===== src/rtl/bus_cyc_pkg.sv =====
package bus_cyc_pkg;
  localparam int unsigned KIND_W = 3;
  localparam logic [KIND_W-1:0] KIND_INTA   = 3'b000;
  localparam logic [KIND_W-1:0] KIND_IO_RD  = 3'b001;
  localparam logic [KIND_W-1:0] KIND_IO_WR  = 3'b010;
  localparam logic [KIND_W-1:0] KIND_MEM_RD = 3'b101;
  localparam logic [KIND_W-1:0] KIND_MEM_WR = 3'b110;

  typedef enum logic [2:0] {
    PH_TI, PH_T1, PH_T2, PH_T3, PH_TW, PH_T4
  } phase_e;

  function automatic logic kind_is_write(input logic [KIND_W-1:0] kind);
    return kind[1:0] == 2'b10;
  endfunction

  function automatic logic phase_may_grant(input phase_e ph);
    return (ph == PH_TI) || (ph == PH_T4);
  endfunction
endpackage


===== src/rtl/bus_seq.sv =====
module bus_seq
  import bus_cyc_pkg::*;
(
  input  logic              clk_i,
  input  logic              rst_ni,
  input  logic              req_i,
  input  logic [KIND_W-1:0] kind_i,
  input  logic              ready_i,
  input  logic              hlda_i,
  output phase_e            phase_o,
  output logic              dir_o
);
  phase_e ph_q, ph_d;
  logic   dir_q, dir_d;

  always_comb begin
    ph_d  = ph_q;
    dir_d = dir_q;
    unique case (ph_q)
      PH_TI, PH_T4: begin
        if (req_i && !hlda_i) begin
          ph_d  = PH_T1;
          dir_d = kind_is_write(kind_i);
        end else begin
          ph_d = PH_TI;
        end
      end
      PH_T1:        ph_d = PH_T2;
      PH_T2:        ph_d = PH_T3;
      PH_T3, PH_TW: ph_d = ready_i ? PH_T4 : PH_TW;
      default:      ph_d = PH_TI;
    endcase
  end

  always_ff @(posedge clk_i or negedge rst_ni) begin
    if (!rst_ni) begin
      ph_q  <= PH_TI;
      dir_q <= 1'b0;
    end else begin
      ph_q  <= ph_d;
      dir_q <= dir_d;
    end
  end

  assign phase_o = ph_q;
  assign dir_o   = dir_q;
endmodule


===== src/rtl/bus_mid_stage.sv =====
// Falling-edge stage: mid-clock data enable, grant and float.
module bus_mid_stage
  import bus_cyc_pkg::*;
(
  input  logic   clk_i,
  input  logic   rst_ni,
  input  phase_e phase_i,
  input  logic   hold_i,
  output logic   den_mid_o,
  output logic   hlda_o,
  output logic   float_o
);
  logic at_edge;
  logic den_q, hlda_q, float_q;
  logic den_d, hlda_d, float_d;

  assign at_edge = phase_may_grant(phase_i);

  always_comb begin
    den_d  = (phase_i == PH_T2) || (phase_i == PH_T3) || (phase_i == PH_TW);
    hlda_d = hold_i && (hlda_q || at_edge);
    if (hold_i && at_edge) float_d = 1'b1;
    else if (at_edge)      float_d = float_q;
    else                   float_d = 1'b0;
  end

  always_ff @(negedge clk_i or negedge rst_ni) begin
    if (!rst_ni) begin
      den_q   <= 1'b0;
      hlda_q  <= 1'b0;
      float_q <= 1'b0;
    end else begin
      den_q   <= den_d;
      hlda_q  <= hlda_d;
      float_q <= float_d;
    end
  end

  assign den_mid_o = den_q;
  assign hlda_o    = hlda_q;
  assign float_o   = float_q;
endmodule


===== src/rtl/bus_out_drive.sv =====
module bus_out_drive
  import bus_cyc_pkg::*;
(
  input  phase_e phase_i,
  input  logic   dir_i,
  input  logic   den_mid_i,
  input  logic   float_q_i,
  output logic   dt_r_o,
  output logic   den_no,
  output logic   float_o,
  output logic   done_o
);
  logic floated, den_act;

  // float flag is stale once a cycle has begun; qualify with phase
  assign floated = float_q_i && phase_may_grant(phase_i);
  assign den_act = !floated && (den_mid_i || (phase_i == PH_T2 && dir_i));

  assign float_o = floated;
  assign dt_r_o  = floated | dir_i;
  assign den_no  = ~den_act;
  assign done_o  = (phase_i == PH_T4);
endmodule


===== src/rtl/bus_cycle_ctrl.sv =====
module bus_cycle_ctrl
  import bus_cyc_pkg::*;
(
  input  logic              clk_i,
  input  logic              rst_ni,
  input  logic              req_i,
  input  logic [KIND_W-1:0] kind_i,
  input  logic              ready_i,
  input  logic              hold_i,
  output logic              dt_r_o,
  output logic              den_no,
  output logic              hlda_o,
  output logic              float_o,
  output logic              done_o
);
  phase_e phase;
  logic   dir, den_mid, hlda, float_q;

  bus_seq u_seq (
    .clk_i   (clk_i),
    .rst_ni  (rst_ni),
    .req_i   (req_i),
    .kind_i  (kind_i),
    .ready_i (ready_i),
    .hlda_i  (hlda),
    .phase_o (phase),
    .dir_o   (dir)
  );

  bus_mid_stage u_mid (
    .clk_i     (clk_i),
    .rst_ni    (rst_ni),
    .phase_i   (phase),
    .hold_i    (hold_i),
    .den_mid_o (den_mid),
    .hlda_o    (hlda),
    .float_o   (float_q)
  );

  bus_out_drive u_out (
    .phase_i   (phase),
    .dir_i     (dir),
    .den_mid_i (den_mid),
    .float_q_i (float_q),
    .dt_r_o    (dt_r_o),
    .den_no    (den_no),
    .float_o   (float_o),
    .done_o    (done_o)
  );

  assign hlda_o = hlda;
endmodule


===== config.mk =====
export PLATFORM = sky130hd
export DESIGN_NAME = bus_cycle_ctrl
export DESIGN_NICKNAME = d
export VERILOG_FILES = /design/src/rtl/bus_cyc_pkg.sv /design/src/rtl/bus_seq.sv /design/src/rtl/bus_mid_stage.sv /design/src/rtl/bus_out_drive.sv /design/src/rtl/bus_cycle_ctrl.sv
export SDC_FILE = /design/constraint.sdc
export NUM_CORES = 1
export LEC_CHECK = 0
export ABC_AREA = 0
export BUFFER_PORTS_ARGS = -buffer_cell sky130_fd_sc_hd__buf_2
export CORE_AREA = 2 2 39 41
export CTS_CLUSTER_DIAMETER = 80
export DETAILED_ROUTE_END_ITERATION = 8
export DIE_AREA = 0 0 41 43
export GPL_TIMING_DRIVEN = 0
export PLACE_DENSITY_LB_ADDON = 0.08
export SETUP_SLACK_MARGIN = 0.2
export SKIP_LAST_GASP = 1
export SYNTH_ARGS = -nofsm -noshare
export SYNTH_HDL_FRONTEND = slang
export SYNTH_HIERARCHICAL = 1
export SYNTH_SLANG_ARGS = --single-unit

===== constraint.sdc =====
create_clock -name clk_i -period 2.3 [get_ports clk_i]
set_input_delay 0.46 -clock clk_i [delete_from_list [all_inputs] [get_ports clk_i]]
set_output_delay 0.46 -clock clk_i [all_outputs]
set_load 0.01 [all_outputs]

==> results of run 1 <==
[synthesized netlist by cell type, drive strengths merged]
| master | instances | area [sq um] |
|---|---|---|
| a21oi | 2 | 13.76 |
| inv | 2 | 7.510 |
| nand2 | 4 | 15.01 |
| nor2b | 5 | 33.78 |
| nor4 | 1 | 12.51 |
| mux2 | 3 | 37.53 |
| dfrtn | 3 | 75.07 |
| xnor2 | 3 | 26.28 |
| o21bai | 1 | 7.510 |
| o21a | 1 | 7.510 |
| nor3b | 1 | 7.510 |
| nand3 | 1 | 5.000 |
| o211ai | 1 | 7.510 |
| o41ai | 1 | 16.27 |
| dfrtp | 4 | 100.1 |
| nor2 | 5 | 18.77 |
[layer usage]
layer / wire length (um) / track usage / vias up
met3: 50 / 0.06283 / 2
met2: 544 / 0.2563 / 12
li1: - / - / 189
met5: 0 / 0 / -
met4: 4 / 0.08000 / 0
met1: 385 / 0.1595 / 181
[layout make-up]
| type | count | area (sq um) |
|---|---|---|
| Sequential cell | 7 | 178.9 |
| Timing Repair Buffer | 26 | 178.9 |
| Multi-Input combinational cell | 29 | 250.2 |
| Tap cell | 16 | 20.02 |
| Fill cell | 136 | 721.9 |
| Clock buffer | 4 | 26.28 |
| Inverter | 2 | 7.507 |
[flip-flops by register name, summed over array words and instances (netlist names)]
signal / count
u_mid/float_o: 1
u_mid/den_mid_o: 1
u_seq/dir_o: 1
u_mid/hlda_o: 1
u_seq/phase_o: 3
[power groups by stage]
stage	clock, mW	sequential (mW)	combinational [mW]
global placement	0	0.289	0.306
finish	0.114	0.238	0.611
global route	0.131	0.244	0.677
floorplan	0	0.274	0.244
CTS	0.118	0.235	0.562
detailed placement	0	0.296	0.322
[logic make-up after synthesis]
logic type,Yosys count,synth area share
DFF,7,0.4473
buffers and inverters,2,0.01918
AOI/OAI and AO/OA,6,0.1342
muxes,3,0.09583
xor gates and xnor gates,3,0.06710
and+or+nand+nor,17,0.2364
[critical path: stages, from the launching register on]
cell and delay, ns:
dfrtn_1 0.42, nand2_2 0.09, o21bai_2 0.13, buf_2 0.13
[how the worst max path moves through the flow]
stage,from,to,slack (ns),cells after the start
3_3_place_gp,u_mid/float_o,den_no,-0.04,3
3_5_place_dp,u_mid/den_mid_o,den_no,-0.08,3
6_report,u_mid/float_o,dt_r_o,-0.34,3
2_1_floorplan,u_mid/den_mid_o,den_no,0.04,2
4_1_cts,u_mid/float_o,den_no,-0.34,3
5_1_grt,u_mid/float_o,den_no,-0.41,3
[per-stage QoR]
| step | power, mW | cell area (sq um) |
|---|---|---|
| after CTS | 0.9156 | 628.1 |
| after detailed placement | 0.6183 | 484.2 |
| after global routing | 1.052 | 661.9 |
| after floorplan | 0.5176 | 409.1 |
| after global placement | 0.5958 | 484.2 |
| final | 0.9635 | 661.9 |
[repair_timing]
action,4_1_cts,5_1_grt
cloned,0,0
buffers inserted,13,2
setup endpoints to repair,8,8
pin swaps,2,2
gates resized for setup,5,4
==> results.sh, run 1 <==
export IMPL_end_kind="primary output"
export IMPL_fp_dieH_um=43
export IMPL_synthCells=38
export IMPL_finalWeightedCongestion=0.6519
export IMPL_path_clk_slew_ns=0.05
export IMPL_via_count=384
export IMPL_slew_headroom=0.8519
export IMPL_fin_worst_skew_ns=0.01377
export IMPL_antenna_found_initial=0
export IMPL_htree_levels=1
export IMPL_hold_buffers=0
export IMPL_ir_drop_mv=0.6629
export IMPL_layout_commonest_cell="buf_4"
export IMPL_outcome="complete, but fails checks"
export IMPL_fin_cells=84
export IMPL_rsz0062_at_grt="true"
export IMPL_grt_max_degree=8
export IMPL_first_pass_iters=4
export IMPL_critPathKind="register to primary output"
export IMPL_drive_above_1_share=0.6618
export IMPL_ys_seq_elements=7
export IMPL_grt_ovfl_total=0
export IMPL_die_area_sq_um=1763
export IMPL_cts_sinks=7
export IMPL_critPathMaxFanout=3
export IMPL_synth_area_sq_um=391.6
export IMPL_cap_violations=0
export IMPL_setup_viol=5
export IMPL_ioPinCount=13
export IMPL_track_usage=0.1562
export IMPL_cts_inserted_buffers=3
export IMPL_power_switching_share=0.3714
export IMPL_wl_um=985
export IMPL_yosysUniqueCellTypes=19
export IMPL_place_ws_ns=-0.07637
export IMPL_final_cell_mix="buf_4, buf_2"
export IMPL_powerDensity_nw_per_um2=1456
export IMPL_setup_slack_ns=-0.3432
export IMPL_die_w_um=41
export IMPL_internal_power_mw=0.6057
export IMPL_worstMarginPinSlew_ns=0.2197
export IMPL_r2r_end="u_seq/dir_o"
export IMPL_grt_pass1_vias=423
export IMPL_area_growth_pct=69.01
export IMPL_hp_class="input port to asynchronous set/reset pin"
export IMPL_dp_cells=65
export IMPL_vias_per_cell=4.571
export IMPL_r2r_start="u_mid/hlda_o"
export IMPL_start_util=0.2830
export IMPL_reg2reg_slack_ns=-0.02
export IMPL_portBuffers=11
export IMPL_drc=0
export IMPL_comb_power_share=0.635
export IMPL_n_antenna_cell=0
export IMPL_switchingPower_mw=0.3578
export IMPL_cts_root_buffer="clkbuf_4"
export IMPL_cts_tree="yes"
export IMPL_power_frac_clock=0.119
export IMPL_drv_slew=0
export IMPL_nets=77
export IMPL_ant_nets=0
export IMPL_fp_coreArea_sq_um=1384
export IMPL_routedWlPerCell_um=11.73
export IMPL_num_rows=14
export IMPL_insertion_delay_ns=0.26
export IMPL_rr_worst_depth=5
export IMPL_synth_area_per_cell_sq_um=10.31
export IMPL_power_frac_seq=0.247
export IMPL_violations="setup timing"
export IMPL_setup_tns_ns=-1.127
export IMPL_critPathRequiredTime_ns=1.84
export IMPL_post_route_util=0.4783
export IMPL_grt_first_pass_wirelength_um=1780
export IMPL_yosysWarnings=6
export IMPL_drtIter0Drc=6
export IMPL_hold_violations=0
export IMPL_synth_nets=46
export IMPL_holdWs_ns=0.02793
export IMPL_ys_seq_area_frac=0.4473
export IMPL_cp_arrival_ns=2.18
export IMPL_clock_path_buffers=2
export IMPL_dp_hpwl_um=611.2
export IMPL_leakagePower_nw=0.3196
export IMPL_critPathLaunchType="register"
(Power assumes the default switching activity.)
==> inputs of run 2 (changes only) <==
--- a/config.mk
+++ b/config.mk
@@ -19,3 +19,4 @@
 export SYNTH_HDL_FRONTEND = slang
 export SYNTH_HIERARCHICAL = 1
 export SYNTH_SLANG_ARGS = --single-unit
+export TNS_END_PERCENT = 1
==> run 2 against run 1 <==
Effect of this change: final cell count fell by 15%; largest power group unchanged; combinational power is 44% lower; clock power shrank 6%; total power fell by 24%; die area unchanged; first-iteration DRC count shrank 33%; non-clock buffer count shrank 13; worst hold slack improved by 0.0095 ns; flip-flop and latch count unchanged; count of clock-buffer cells in the layout unchanged; setup slack improved by 0.013 ns; the run still ends with setup timing left; global-route usage fell by 3.6 points; largest cell class unchanged.
==> results.sh, run 2 (same netlist as run 1, synthesis figures left out) <==
export IMPL_critPathBufInv=1
export IMPL_first_pass_iters=2
export IMPL_finalWeightedCongestion=0.6326
export IMPL_critPathRequiredTime_ns=1.84
export IMPL_drive_above_1_share=0.4727
export IMPL_rsz0062_at_grt="true"
export IMPL_grt_ovfl_total=0
export IMPL_cp_arrival_ns=2.17
export IMPL_final_cell_mix="buf_2, nor2b_1, nor2_1, dfrtp_1"
export IMPL_power_switching_share=0.3934
export IMPL_insertion_delay_ns=0.26
export IMPL_dpl_instance_area_sq_um=475.5
export IMPL_wl_um=834
export IMPL_cts_sinks=7
export IMPL_n_antenna_cell=0
export IMPL_leakagePower_nw=0.2455
export IMPL_ioPinCount=13
export IMPL_worstPathCellList="nand2_2 -> a21oi_2 -> buf_2"
export IMPL_area_growth_pct=31.95
export IMPL_via_count=324
export IMPL_cts_root_buffer="clkbuf_4"
export IMPL_vias_per_cell=4.563
export IMPL_violations="setup timing"
export IMPL_fin_worst_skew_ns=0.01385
export IMPL_nets=64
export IMPL_outcome="complete, but fails checks"
export IMPL_grt_pass1_vias=310
export IMPL_switchingPower_mw=0.2874
export IMPL_die_w_um=41
export IMPL_portBuffers=11
export IMPL_ir_drop_mv=0.5387
export IMPL_clock_path_buffers=2
export IMPL_powerDensity_nw_per_um2=1414
export IMPL_htree_levels=1
export IMPL_dp_hpwl_um=626.4
export IMPL_cts_resized=0
export IMPL_cts_tree="yes"
export IMPL_worstMarginPinSlew_ns=0.4393
export IMPL_die_area_sq_um=1763
export IMPL_fp_coreArea_sq_um=1384
export IMPL_end_kind="primary output"
export IMPL_largest_reg_flops=3
export IMPL_slowest_stage="dfrtn_1"
export IMPL_hp_class="input port to asynchronous set/reset pin"
export IMPL_place_ws_ns=-0.1018
export IMPL_internal_power_mw=0.4431
export IMPL_cts_inserted_buffers=3
export IMPL_power_frac_seq=0.386
export IMPL_crit_family="flip-flops"
export IMPL_critPathMaxStageDelay_ns=0.42
export IMPL_track_usage=0.1199
export IMPL_critPathLaunchType="register"
export IMPL_ant_nets=0
export IMPL_drv_slew=0
export IMPL_critPathMaxFanout=3
export IMPL_post_route_cell_area_sq_um=516.7
export IMPL_cap_violations=0
export IMPL_power_frac_clock=0.147
export IMPL_setup_viol=5
export IMPL_num_rows=14
export IMPL_antenna_found_initial=0
export IMPL_slew_headroom=0.7072
export IMPL_hold_violations=0
export IMPL_layout_commonest_cell="buf_2"
export IMPL_setup_slack_ns=-0.3304
export IMPL_routedWlPerCell_um=11.75
export IMPL_grt_first_pass_wirelength_um=1380
export IMPL_drc=0
export IMPL_path_clk_slew_ns=0.05
export IMPL_start_util=0.2830
export IMPL_fp_dieH_um=43
export IMPL_drtIter0Drc=4
export IMPL_comb_power_share=0.467
export IMPL_critPathKind="register to primary output"
export IMPL_grt_max_degree=12
==> run 2: cell count changes in the layout (fill, tap and decap cells not counted), moves of 3 or more <==
cell | before | now
buf_4 | 12 | 2
dfrtp_1 | 1 | 4
buf_6 | 3 | 0
dfrtp_2 | 3 | 0
==> run 2: worst paths after layout <==
kind,start,to,slack (ns),cells past startpoint
setup / recovery,u_mid/float_o,den_no,-0.33,3
hold / removal,rst_ni,u_seq/phase_o[1],0.04,1
setup reg to reg,u_seq/phase_o[2],u_mid/den_mid_o,-0.01,2
hold reg to reg,u_mid/hlda_o,u_mid/hlda_o,0.47,2
max in group asynchronous,rst_ni,u_mid/den_mid_o,1.05,1
min in group clk_i,ready_i,u_seq/phase_o[0],0.45,3
==> run 2: layout make-up <==
cell class / count / area [sq um]
flip-flops and latches: 7 / 175.2
multi-input cells: 29 / 217.7
clock buffers: 4 / 26.28
inverters: 2 / 7.507
well taps: 16 / 20.02
fillers: 154 / 867.1
repair buffers: 13 / 70.07
==> run 2: per-layer routing <==
layer	GRT usage	vias up	share of wire
met1	0.1405	156	0.42
met4	0.08000	0	0
li1	-	162	-
met2	0.1813	6	0.54
met3	0.03141	0	0.044
met5	0	-	0
==> run 2: repair_timing <==
item | CTS | global route
endpoints found under the setup margin | 8 | 8
setup buffers | 2 | 0
gates cloned | 0 | 0
hold buffers | 0 | 0
==> run 2: stage by stage <==
step	hold slack (ns)	util	total power [mW]	TNS (ns)	cells
2_1_floorplan	0.1644	-	0.5046	0	38
3_3_place_gp	0.3006	0.3436	0.5828	-0.08459	65
3_5_place_dp	0.2992	0.3436	0.6079	-0.1942	65
4_1_cts	0.03560	0.3734	0.7426	-1.113	71
5_1_grt	0.03744	0.3734	0.7934	-1.348	71
6_report	0.03741	0.3734	0.7305	-1.062	71
==> run 2: power groups by stage <==
stage	combinational, mW	clock, mW	sequential (mW)
after global placement	0.302	0	0.281
after detailed placement	0.318	0	0.290
after floorplan	0.240	0	0.265
after CTS	0.347	0.111	0.285
final	0.341	0.107	0.282
after global routing	0.380	0.117	0.296
